`src/rtl/msht_pkg.sv`:
```
package msht_pkg;
    typedef enum logic [1:0] {
        ALLOC_OK       = 2'd0,
        ALLOC_FULL     = 2'd1,
        ALLOC_MERGE    = 2'd2,
        ALLOC_CONFLICT = 2'd3
    } alloc_status_e;

    typedef enum logic {
        SLOT_FREE = 1'b0,
        SLOT_BUSY = 1'b1
    } slot_state_e;

    localparam int KIND_W   = 3;
    localparam int EXCL_BIT = 0;
endpackage

```
`src/rtl/msht_slot.sv`:
```
module msht_slot
    import msht_pkg::*;
#(
    parameter int ADDR_W  = 32,
    parameter int WAY_W   = 2,
    parameter int ID_W    = 3,
    parameter int VA_W    = 32,
    parameter int WAITERS = 4,
    parameter int CNT_W   = $clog2(WAITERS + 1)
) (
    input  logic                    clk,
    input  logic                    rst_n,
    input  logic                    take_new,
    input  logic                    take_join,
    input  logic                    release_i,
    input  logic [ADDR_W-1:0]       req_line,
    input  logic [KIND_W-1:0]       req_kind,
    input  logic [WAY_W-1:0]        req_way,
    input  logic [ID_W-1:0]         req_id,
    input  logic [VA_W-1:0]         req_vaddr,
    output logic                    busy,
    output logic [ADDR_W-1:0]       line_o,
    output logic [KIND_W-1:0]       kind_o,
    output logic [WAY_W-1:0]        way_o,
    output logic [VA_W-1:0]         vaddr_o,
    output logic [CNT_W-1:0]        wcount_o,
    output logic [WAITERS*ID_W-1:0] waiters_o
);
    slot_state_e state_q, state_d;

    logic [ADDR_W-1:0] line_q;
    logic [KIND_W-1:0] kind_q;
    logic [WAY_W-1:0]  way_q;
    logic [VA_W-1:0]   vaddr_q;
    logic [CNT_W-1:0]  count_q;
    logic [ID_W-1:0]   wait_q [WAITERS];

    // next-state selection
    always_comb begin
        state_d = state_q;
        unique case (state_q)
            SLOT_FREE: if (take_new)  state_d = SLOT_BUSY;
            SLOT_BUSY: if (release_i) state_d = SLOT_FREE;
            default:                  state_d = SLOT_FREE;
        endcase
    end

    always_ff @(posedge clk) begin
        if (!rst_n) state_q <= SLOT_FREE;
        else        state_q <= state_d;
    end

    // payload follows the transition taken
    always_ff @(posedge clk) begin
        if (!rst_n) begin
            line_q  <= '0;
            kind_q  <= '0;
            way_q   <= '0;
            vaddr_q <= '0;
            count_q <= '0;
            for (int k = 0; k < WAITERS; k++) wait_q[k] <= '0;
        end else if (state_q == SLOT_FREE && take_new) begin
            line_q    <= req_line;
            kind_q    <= req_kind;
            way_q     <= req_way;
            vaddr_q   <= req_vaddr;
            wait_q[0] <= req_id;
            count_q   <= CNT_W'(1);
        end else if (state_q == SLOT_BUSY && release_i) begin
            count_q <= '0;
        end else if (state_q == SLOT_BUSY && take_join) begin
            for (int k = 0; k < WAITERS; k++)
                if (CNT_W'(k) == count_q) wait_q[k] <= req_id;
            count_q <= count_q + CNT_W'(1);
            vaddr_q <= req_vaddr;
        end
    end

    assign busy     = (state_q == SLOT_BUSY);
    assign line_o   = line_q;
    assign kind_o   = kind_q;
    assign way_o    = way_q;
    assign vaddr_o  = vaddr_q;
    assign wcount_o = count_q;

    for (genvar k = 0; k < WAITERS; k++) begin : g_pack
        assign waiters_o[k*ID_W +: ID_W] = wait_q[k];
    end

    AST_OPEN_FROM_FREE: assert property (@(posedge clk) disable iff (!rst_n)
        take_new |-> !busy);
    AST_OPEN_ONE_WAITER: assert property (@(posedge clk) disable iff (!rst_n)
        (take_new && !busy) |=> (busy && wcount_o == CNT_W'(1)));
    AST_JOIN_HAS_ROOM: assert property (@(posedge clk) disable iff (!rst_n)
        take_join |-> (busy && wcount_o < CNT_W'(WAITERS) && !release_i));
    AST_COUNT_BOUND: assert property (@(posedge clk) disable iff (!rst_n)
        busy |-> (wcount_o >= CNT_W'(1) && wcount_o <= CNT_W'(WAITERS)));
endmodule

```
`src/rtl/msht_lookup.sv`:
```
module msht_lookup #(
    parameter int ENTRIES = 8,
    parameter int ADDR_W  = 32,
    parameter int WAITERS = 4,
    parameter int CNT_W   = $clog2(WAITERS + 1)
) (
    input  logic [ENTRIES-1:0] busy_i,
    input  logic [ENTRIES-1:0] skip_i,
    input  logic [ENTRIES-1:0] excl_i,
    input  logic [ADDR_W-1:0]  line_i   [ENTRIES],
    input  logic [CNT_W-1:0]   wcount_i [ENTRIES],
    input  logic [ADDR_W-1:0]  req_line_i,
    input  logic               req_excl_i,
    output logic [ENTRIES-1:0] hit_o,
    output logic [ENTRIES-1:0] join_o
);
    for (genvar i = 0; i < ENTRIES; i++) begin : g_cmp
        assign hit_o[i]  = busy_i[i] && !skip_i[i] && (line_i[i] == req_line_i);
        assign join_o[i] = (excl_i[i] || !req_excl_i) &&
                           (wcount_i[i] < CNT_W'(WAITERS));
    end
endmodule

```
`src/rtl/msht_pick.sv`:
```
module msht_pick #(
    parameter int ENTRIES = 8,
    parameter int IDX_W   = $clog2(ENTRIES)
) (
    input  logic [ENTRIES-1:0] req_i,
    output logic               any_o,
    output logic [IDX_W-1:0]   idx_o
);
    always_comb begin
        any_o = |req_i;
        idx_o = '0;
        for (int i = ENTRIES - 1; i >= 0; i--)
            if (req_i[i]) idx_o = IDX_W'(i);
    end
endmodule

```
`src/rtl/msht_table.sv`:
```
module msht_table
    import msht_pkg::*;
#(
    parameter int ENTRIES    = 8,
    parameter int WAITERS    = 4,
    parameter int ADDR_W     = 32,
    parameter int ALIGN_BITS = 3,
    parameter int WAY_W      = 2,
    parameter int ID_W       = 3,
    parameter int VA_W       = 32,
    localparam int IDX_W     = $clog2(ENTRIES),
    localparam int CNT_W     = $clog2(WAITERS + 1),
    localparam int OCC_W     = $clog2(ENTRIES + 1)
) (
    input  logic                    clk,
    input  logic                    rst_n,
    input  logic                    alloc_valid,
    input  logic [ADDR_W-1:0]       alloc_addr,
    input  logic [KIND_W-1:0]       alloc_kind,
    input  logic [WAY_W-1:0]        alloc_way,
    input  logic [ID_W-1:0]         alloc_id,
    input  logic [VA_W-1:0]         alloc_vaddr,
    output logic [1:0]              alloc_status,
    output logic [IDX_W-1:0]        alloc_index,
    input  logic                    free_valid,
    input  logic [IDX_W-1:0]        free_index,
    output logic [WAITERS*ID_W-1:0] free_waiters,
    output logic [CNT_W-1:0]        free_wcount,
    output logic [WAY_W-1:0]        free_way,
    output logic [KIND_W-1:0]       free_kind,
    output logic [ADDR_W-1:0]       free_addr,
    output logic [VA_W-1:0]         free_vaddr,
    output logic [OCC_W-1:0]        occupancy
);
    localparam logic [ADDR_W-1:0] LOW_MASK = ADDR_W'((64'd1 << ALIGN_BITS) - 64'd1);

    logic [ADDR_W-1:0] req_line;
    assign req_line = alloc_addr & ~LOW_MASK;

    logic [ENTRIES-1:0] busy_vec, excl_vec, skip_vec, hit_vec, join_vec;
    logic [ENTRIES-1:0] new_vec, joinsel_vec, rel_vec;
    logic [ADDR_W-1:0]       line_a  [ENTRIES];
    logic [KIND_W-1:0]       kind_a  [ENTRIES];
    logic [WAY_W-1:0]        way_a   [ENTRIES];
    logic [VA_W-1:0]         va_a    [ENTRIES];
    logic [CNT_W-1:0]        cnt_a   [ENTRIES];
    logic [WAITERS*ID_W-1:0] wait_a  [ENTRIES];

    alloc_status_e      status;
    logic [IDX_W-1:0]   pick_idx;
    logic               hit_any, free_any;
    logic [IDX_W-1:0]   hit_idx, free_slot;

    for (genvar i = 0; i < ENTRIES; i++) begin : g_slot
        assign skip_vec[i]    = free_valid && (free_index == IDX_W'(i));
        assign excl_vec[i]    = kind_a[i][EXCL_BIT];
        assign new_vec[i]     = alloc_valid && (status == ALLOC_OK)    && (pick_idx == IDX_W'(i));
        assign joinsel_vec[i] = alloc_valid && (status == ALLOC_MERGE) && (pick_idx == IDX_W'(i));
        assign rel_vec[i]     = skip_vec[i];

        msht_slot #(
            .ADDR_W(ADDR_W), .WAY_W(WAY_W), .ID_W(ID_W), .VA_W(VA_W),
            .WAITERS(WAITERS), .CNT_W(CNT_W)
        ) u_slot (
            .clk(clk), .rst_n(rst_n),
            .take_new(new_vec[i]), .take_join(joinsel_vec[i]), .release_i(rel_vec[i]),
            .req_line(req_line), .req_kind(alloc_kind), .req_way(alloc_way),
            .req_id(alloc_id), .req_vaddr(alloc_vaddr),
            .busy(busy_vec[i]), .line_o(line_a[i]), .kind_o(kind_a[i]),
            .way_o(way_a[i]), .vaddr_o(va_a[i]), .wcount_o(cnt_a[i]),
            .waiters_o(wait_a[i])
        );
    end

    msht_lookup #(.ENTRIES(ENTRIES), .ADDR_W(ADDR_W), .WAITERS(WAITERS), .CNT_W(CNT_W)) u_lookup (
        .busy_i(busy_vec), .skip_i(skip_vec), .excl_i(excl_vec),
        .line_i(line_a), .wcount_i(cnt_a),
        .req_line_i(req_line), .req_excl_i(alloc_kind[EXCL_BIT]),
        .hit_o(hit_vec), .join_o(join_vec)
    );

    msht_pick #(.ENTRIES(ENTRIES), .IDX_W(IDX_W)) u_pick_hit (
        .req_i(hit_vec), .any_o(hit_any), .idx_o(hit_idx)
    );

    msht_pick #(.ENTRIES(ENTRIES), .IDX_W(IDX_W)) u_pick_free (
        .req_i(~busy_vec), .any_o(free_any), .idx_o(free_slot)
    );

    // outcome decision
    always_comb begin
        status   = ALLOC_FULL;
        pick_idx = '0;
        if (hit_any) begin
            pick_idx = hit_idx;
            status   = join_vec[hit_idx] ? ALLOC_MERGE : ALLOC_CONFLICT;
        end else if (free_any) begin
            pick_idx = free_slot;
            status   = ALLOC_OK;
        end
    end

    assign alloc_status = status;
    assign alloc_index  = pick_idx;

    assign free_waiters = wait_a[free_index];
    assign free_wcount  = cnt_a[free_index];
    assign free_way     = way_a[free_index];
    assign free_kind    = kind_a[free_index];
    assign free_addr    = line_a[free_index];
    assign free_vaddr   = va_a[free_index];

    // occupancy counter
    logic [OCC_W-1:0] occ_q;
    logic             inc_now, dec_now;
    assign inc_now = alloc_valid && (status == ALLOC_OK);
    assign dec_now = free_valid && busy_vec[free_index];

    always_ff @(posedge clk) begin
        if (!rst_n) occ_q <= '0;
        else        occ_q <= occ_q + OCC_W'(inc_now) - OCC_W'(dec_now);
    end
    assign occupancy = occ_q;

    AST_SINGLE_HIT: assert property (@(posedge clk) disable iff (!rst_n)
        $onehot0(hit_vec));
    AST_FULL_ALL_BUSY: assert property (@(posedge clk) disable iff (!rst_n)
        (alloc_valid && status == ALLOC_FULL) |-> (occ_q == OCC_W'(ENTRIES)));
    AST_OCC_TRACKS: assert property (@(posedge clk) disable iff (!rst_n)
        occ_q == OCC_W'($countones(busy_vec)));
    AST_OCC_STEP: assert property (@(posedge clk) disable iff (!rst_n)
        (inc_now && !dec_now) |=> (occ_q == $past(occ_q) + OCC_W'(1)));
    AST_FREED_SLOT_CLEARS: assert property (@(posedge clk) disable iff (!rst_n)
        dec_now |=> !busy_vec[$past(free_index)]);
endmodule

```
`config.mk`:
```
export PLATFORM = sky130hd
export DESIGN_NAME = msht_table
export DESIGN_NICKNAME = d
export VERILOG_FILES = /design/src/rtl/msht_pkg.sv /design/src/rtl/msht_slot.sv /design/src/rtl/msht_lookup.sv /design/src/rtl/msht_pick.sv /design/src/rtl/msht_table.sv
export SDC_FILE = /design/constraint.sdc
export NUM_CORES = 2
export LEC_CHECK = 0
export BUFFER_PORTS_ARGS = -buffer_cell sky130_fd_sc_hd__buf_2
export CAP_MARGIN = 20
export CORE_ASPECT_RATIO = 2
export CORE_MARGIN = 4
export CORE_UTILIZATION = 38
export CTS_CLUSTER_SIZE = 10
export DETAILED_ROUTE_END_ITERATION = 12
export PLACE_DENSITY = 0.52
export SLEW_MARGIN = 15
export SYNTH_ARGS = -nofsm -noshare
export SYNTH_HDL_FRONTEND = slang
export SYNTH_SLANG_ARGS = --single-unit
```
`constraint.sdc`:
```
create_clock -name clk -period 9.75 [get_ports clk]
set_clock_uncertainty 0.2 [all_clocks]
set_input_delay 0 -clock clk [delete_from_list [all_inputs] [get_ports clk]]
set_output_delay 0 -clock clk [all_outputs]
set_load 0.005 [all_outputs]
```
==> summary.txt <==
Pwr
  • Comb pwr share: 10.1%
  • Internal power: 0.00449 W
  • Pwr Total: 0.00607 W
  • Switching share of power: 26.1%
  • Worst IR drop on VDD: 0.126 mV
  • Reg power frac: 46.9%
  • Switching power: 0.00158 W
  • PD cells: 160 mW/mm2
  • Clk pwr share: 43.0%
  • LEAKAGE: 14.3 nW

CTS
  • TritonCTS Buffers: 76
  • Post-CTS setup buffers: 0
  • Worst-case clock buffer depth: 3
  • Clock root cell: clkbuf_16
  • Clk slew on worst S/H paths: 0.06 ns
  • H-tree depth: 3
  • Post-CTS Hold Buffers: 114
  • # resized after CTS: 0
  • Worst-skew pair later-pin latency: ~0.65 ns
  • CTS tree: built
  • TritonCTS Sinks: 660

Place
  • Placer Congestion: ~1.1
  • Post-DP HPWL: 81.4 mm
  • Cell Area, Placed: ~0.035 mm2
  • # port buffers: 165
  • Pre-CTS WS: between 3 and 4 ns

Synth
  • Most used DFF post-synth: dfxtp_1
  • Syn. warnings: 0
  • EDFF count, synth: 96
  • Post-synth cell types: 75
  • Mapped Area: 0.0334 mm2
  • Part of the Yosys area used for sequential elements: 42.4%
  • FF+latch count, synth: 660
  • Async SR Flop Fraction: 0%
  • Avg Cell Area, Syn: 9.88 um2
  • Post-Syn Instances: ~3400

Job
  • Max Cap Violations: 0

Min path
  • Hold Path Depth: 4
  • Hold Path End: g_slot[0].u_slot.way_o[0]
  • Hold path start: alloc_way[0]
  • Worst hold path class: input port to flop

Floorplan
  • Die Span Y: 427 um
  • Chip width: 218 um
  • Initial Util: roughly two fifths
  • Full die area: slightly above 0.09 mm2
  • # IOs: 172
  • Row count: ~150
  • Core area: 0.0871 mm2

Setup path
  • Worst EP required: between 10 and 15 ns
  • CP Class: flop to flop
  • R2R depth: 11
  • CP Capture Type: flop
  • R2R Setup Slk: 3.59 ns
  • Critical-path maximum fanout: 35
  • Crit path arrival time: 6.43 ns
  • Reg2Reg Launch Point: g_slot[6].u_slot.line_o[23]
  • Setup crit start kind: flop
  • Reg2reg end: g_slot[6].u_slot.vaddr_o[17]

Routing
  • Drt via density: 5.44
  • Pre-antenna DRT Iters: 5
  • Initial drt markers: between 1500 and 2000
  • Wirelength, routed: 121 mm
  • Avg WL per Cell: 25.8 um
  • Via count: approximately 25000
  • # DRC: 0
  • Routed Antenna Nets: 0

Final layout
  • Layout cell share with drive strength beyond 1: 16.5%
  • P&R area growth vs syn: 13.8%
  • Commonest non-fill, non-tap cell in the layout: nand2_1
  • FILL cells: 8521
  • Final #Nets: 3617
  • Register area: 0.0142 mm2
  • Most frequent cells in the layout: 707 x nand2_1, 564 x dfxtp_1, 333 x mux2i_1, 243 x nor2_1, 224 x a21oi_1
  • Final Cell Area: 0.0380 mm2
  • Area of the multi-input gates: 0.0178 mm2

Global routing
  • Gr usage total: 25.7%
  • Pin count of the biggest net entering global routing: 128
  • First-pass GRT wire length: between 150 and 200 mm
  • Grt total ovfl: 0
  • Antenna violations before repair: 4
  • Vias in the first global route: 26100

Timing
  • Final slew viol count: 0
  • Setup ws final: 3.59 ns
  • Achievable Freq: 162 MHz
  • Worst-Margin Slew: between 1 and 1.5 ns
  • Slew HR: 13.4%
  • Final Hold Viols: 0
  • Setup_tns: 0 ns
  • RSZ-0062 raised after global routing: false
  • Tmin final: 6.16 ns
  • Hold Slack: 0.0555 ns
  • Final setup fails: 0
  • Tcrit/Tclk final: 63.1%

Status
  • Status: completed
## critical path, stage by stage, from the launching register on
cell and delay (ns):
dfxtp_1 0.33, xnor2_1 0.99, nand4_1 0.20, nor4_1 0.69, a211oi_1 0.19, o311a_2 0.43, o21bai_1 0.23, a21boi_2 0.69
and2_0 0.40, and3_2 1.02, nor2_8 0.36, mux2i_1 0.21
## how the worst max path moves through the flow
stage / from / depth (start not counted) / slack [ns] / endpoint
final: g_slot[6].u_slot.line_o[23] / 11 / 3.59 / g_slot[6].u_slot.vaddr_o[17]
after global routing: free_index[2] / 15 / 3.44 / g_slot[6].u_slot.vaddr_o[16]
after CTS: g_slot[6].u_slot.line_o[24] / 11 / 3.87 / g_slot[6].u_slot.vaddr_o[17]
after detailed placement: g_slot[6].u_slot.line_o[24] / 11 / 3.92 / g_slot[6].u_slot.vaddr_o[8]
after global placement: g_slot[6].u_slot.line_o[24] / 11 / 3.92 / g_slot[6].u_slot.vaddr_o[25]
after floorplan: g_slot[5].u_slot.line_o[10] / 12 / 6.19 / g_slot[6].u_slot.wait_q[3][0]
## flip-flops by register name, indices dropped and copies added (netlist names)
name and cells:
g_slot.u_slot.busy 8, g_slot.u_slot.wcount_o 24, g_slot.u_slot.kind_o 24, occupancy 4, g_slot.u_slot.line_o 232, g_slot.u_slot.vaddr_o 256
g_slot.u_slot.way_o 16, g_slot.u_slot.wait_q 96
## cell type report
type | instances | share of cell area (%)
multi-input combinational | 2392 | 46.8
sequential | 660 | 37.3
timing repair buffer | 316 | 6.01
clock buffer | 97 | 5.40
tap | 1162 | 3.83
inverter | 47 | 0.484
clock inverter | 4 | 0.151
antenna | 2 | 0.0132
## cell usage after synthesis (all sizes together), types with 2 or more instances
| library cell | number | area (um2) |
|---|---|---|
| nand2 | 711 | 2670 |
| dfxtp | 564 | 11300 |
| mux2i | 333 | 3330 |
| nor2 | 247 | 960 |
| a21oi | 224 | 1120 |
| xnor2 | 202 | 1780 |
| mux4 | 163 | 3670 |
| clkbuf | 143 | 537 |
| buf | 142 | 826 |
| edfxtp | 96 | 2880 |
| nand4 | 95 | 594 |
| mux2 | 82 | 923 |
| inv | 47 | 176 |
| ha | 44 | 551 |
| xor2 | 37 | 324 |
| nand3 | 28 | 150 |
| nor4 | 28 | 190 |
| nor3 | 25 | 130 |
| and2 | 22 | 138 |
| o21ai | 19 | 95.1 |
| and3 | 14 | 87.6 |
| or2 | 10 | 62.6 |
| nand2b | 9 | 56.3 |
| or4 | 9 | 71.3 |
| nand4b | 8 | 70.1 |
| nor4b | 8 | 82.6 |
| o21a | 7 | 52.6 |
| and4 | 6 | 52.6 |
| nand4bb | 5 | 56.3 |
| nor3b | 5 | 37.5 |
| or3 | 5 | 36.3 |
| a31oi | 4 | 25.0 |
| nor2b | 4 | 25.0 |
| a211oi | 3 | 27.5 |
| a21boi | 3 | 26.3 |
| o221ai | 3 | 26.3 |
| a21o | 2 | 15.0 |
| nand3b | 2 | 15.0 |
| o2111ai | 2 | 17.5 |
| o211ai | 2 | 28.8 |
| o21bai | 2 | 15.0 |
| o22ai | 2 | 12.5 |
## stage by stage
stage | std cells | util [%]
floorplan | 3384 | -
global placement | 4462 | 39.8
detailed placement | 4463 | 39.9
CTS | 4678 | 43.6
global route | 4680 | 43.6
finish | 4680 | 43.6
## logic make-up (layout without fill, tap and decap cells)
kind of cell / count (synthesis) / after routing / synth area share (%)
simple gates: 1246 / 1246 / 16.6
flops: 660 / 660 / 42.4
mux: 578 / 578 / 23.7
buf+inv: 332 / 464 / 4.61
compound gates: 281 / 281 / 4.62
xor+xnor: 239 / 239 / 6.31
fa+ha+maj: 45 / 45 / 1.71
other cells: 1 / 5 / 0.0112
## layer usage
| metal | routed length (um) | GRT usage [%] | vias up | part of all wire [%] |
|---|---|---|---|---|
| li1 | - | - | 11900 | - |
| met4 | 11300 | 20.2 | 2 | 9.3 |
| met2 | 61200 | 45.7 | 724 | 51 |
| met1 | 42900 | 26.8 | 12600 | 36 |
| met3 | 5340 | 3.76 | 288 | 4.4 |
| met5 | 12 | 0 | - | 0.0099 |
## power by group through the flow
stage | sequential [W] | combinational [W] | clock (W)
2_1_floorplan | 0.00289 | 0.000364 | 0
3_3_place_gp | 0.00291 | 0.000570 | 0
3_5_place_dp | 0.00291 | 0.000571 | 0
4_1_cts | 0.00285 | 0.000611 | 0.00267
5_1_grt | 0.00285 | 0.000649 | 0.00277
6_report | 0.00285 | 0.000615 | 0.00261
Note: power is estimated with default switching activity, not from simulation.
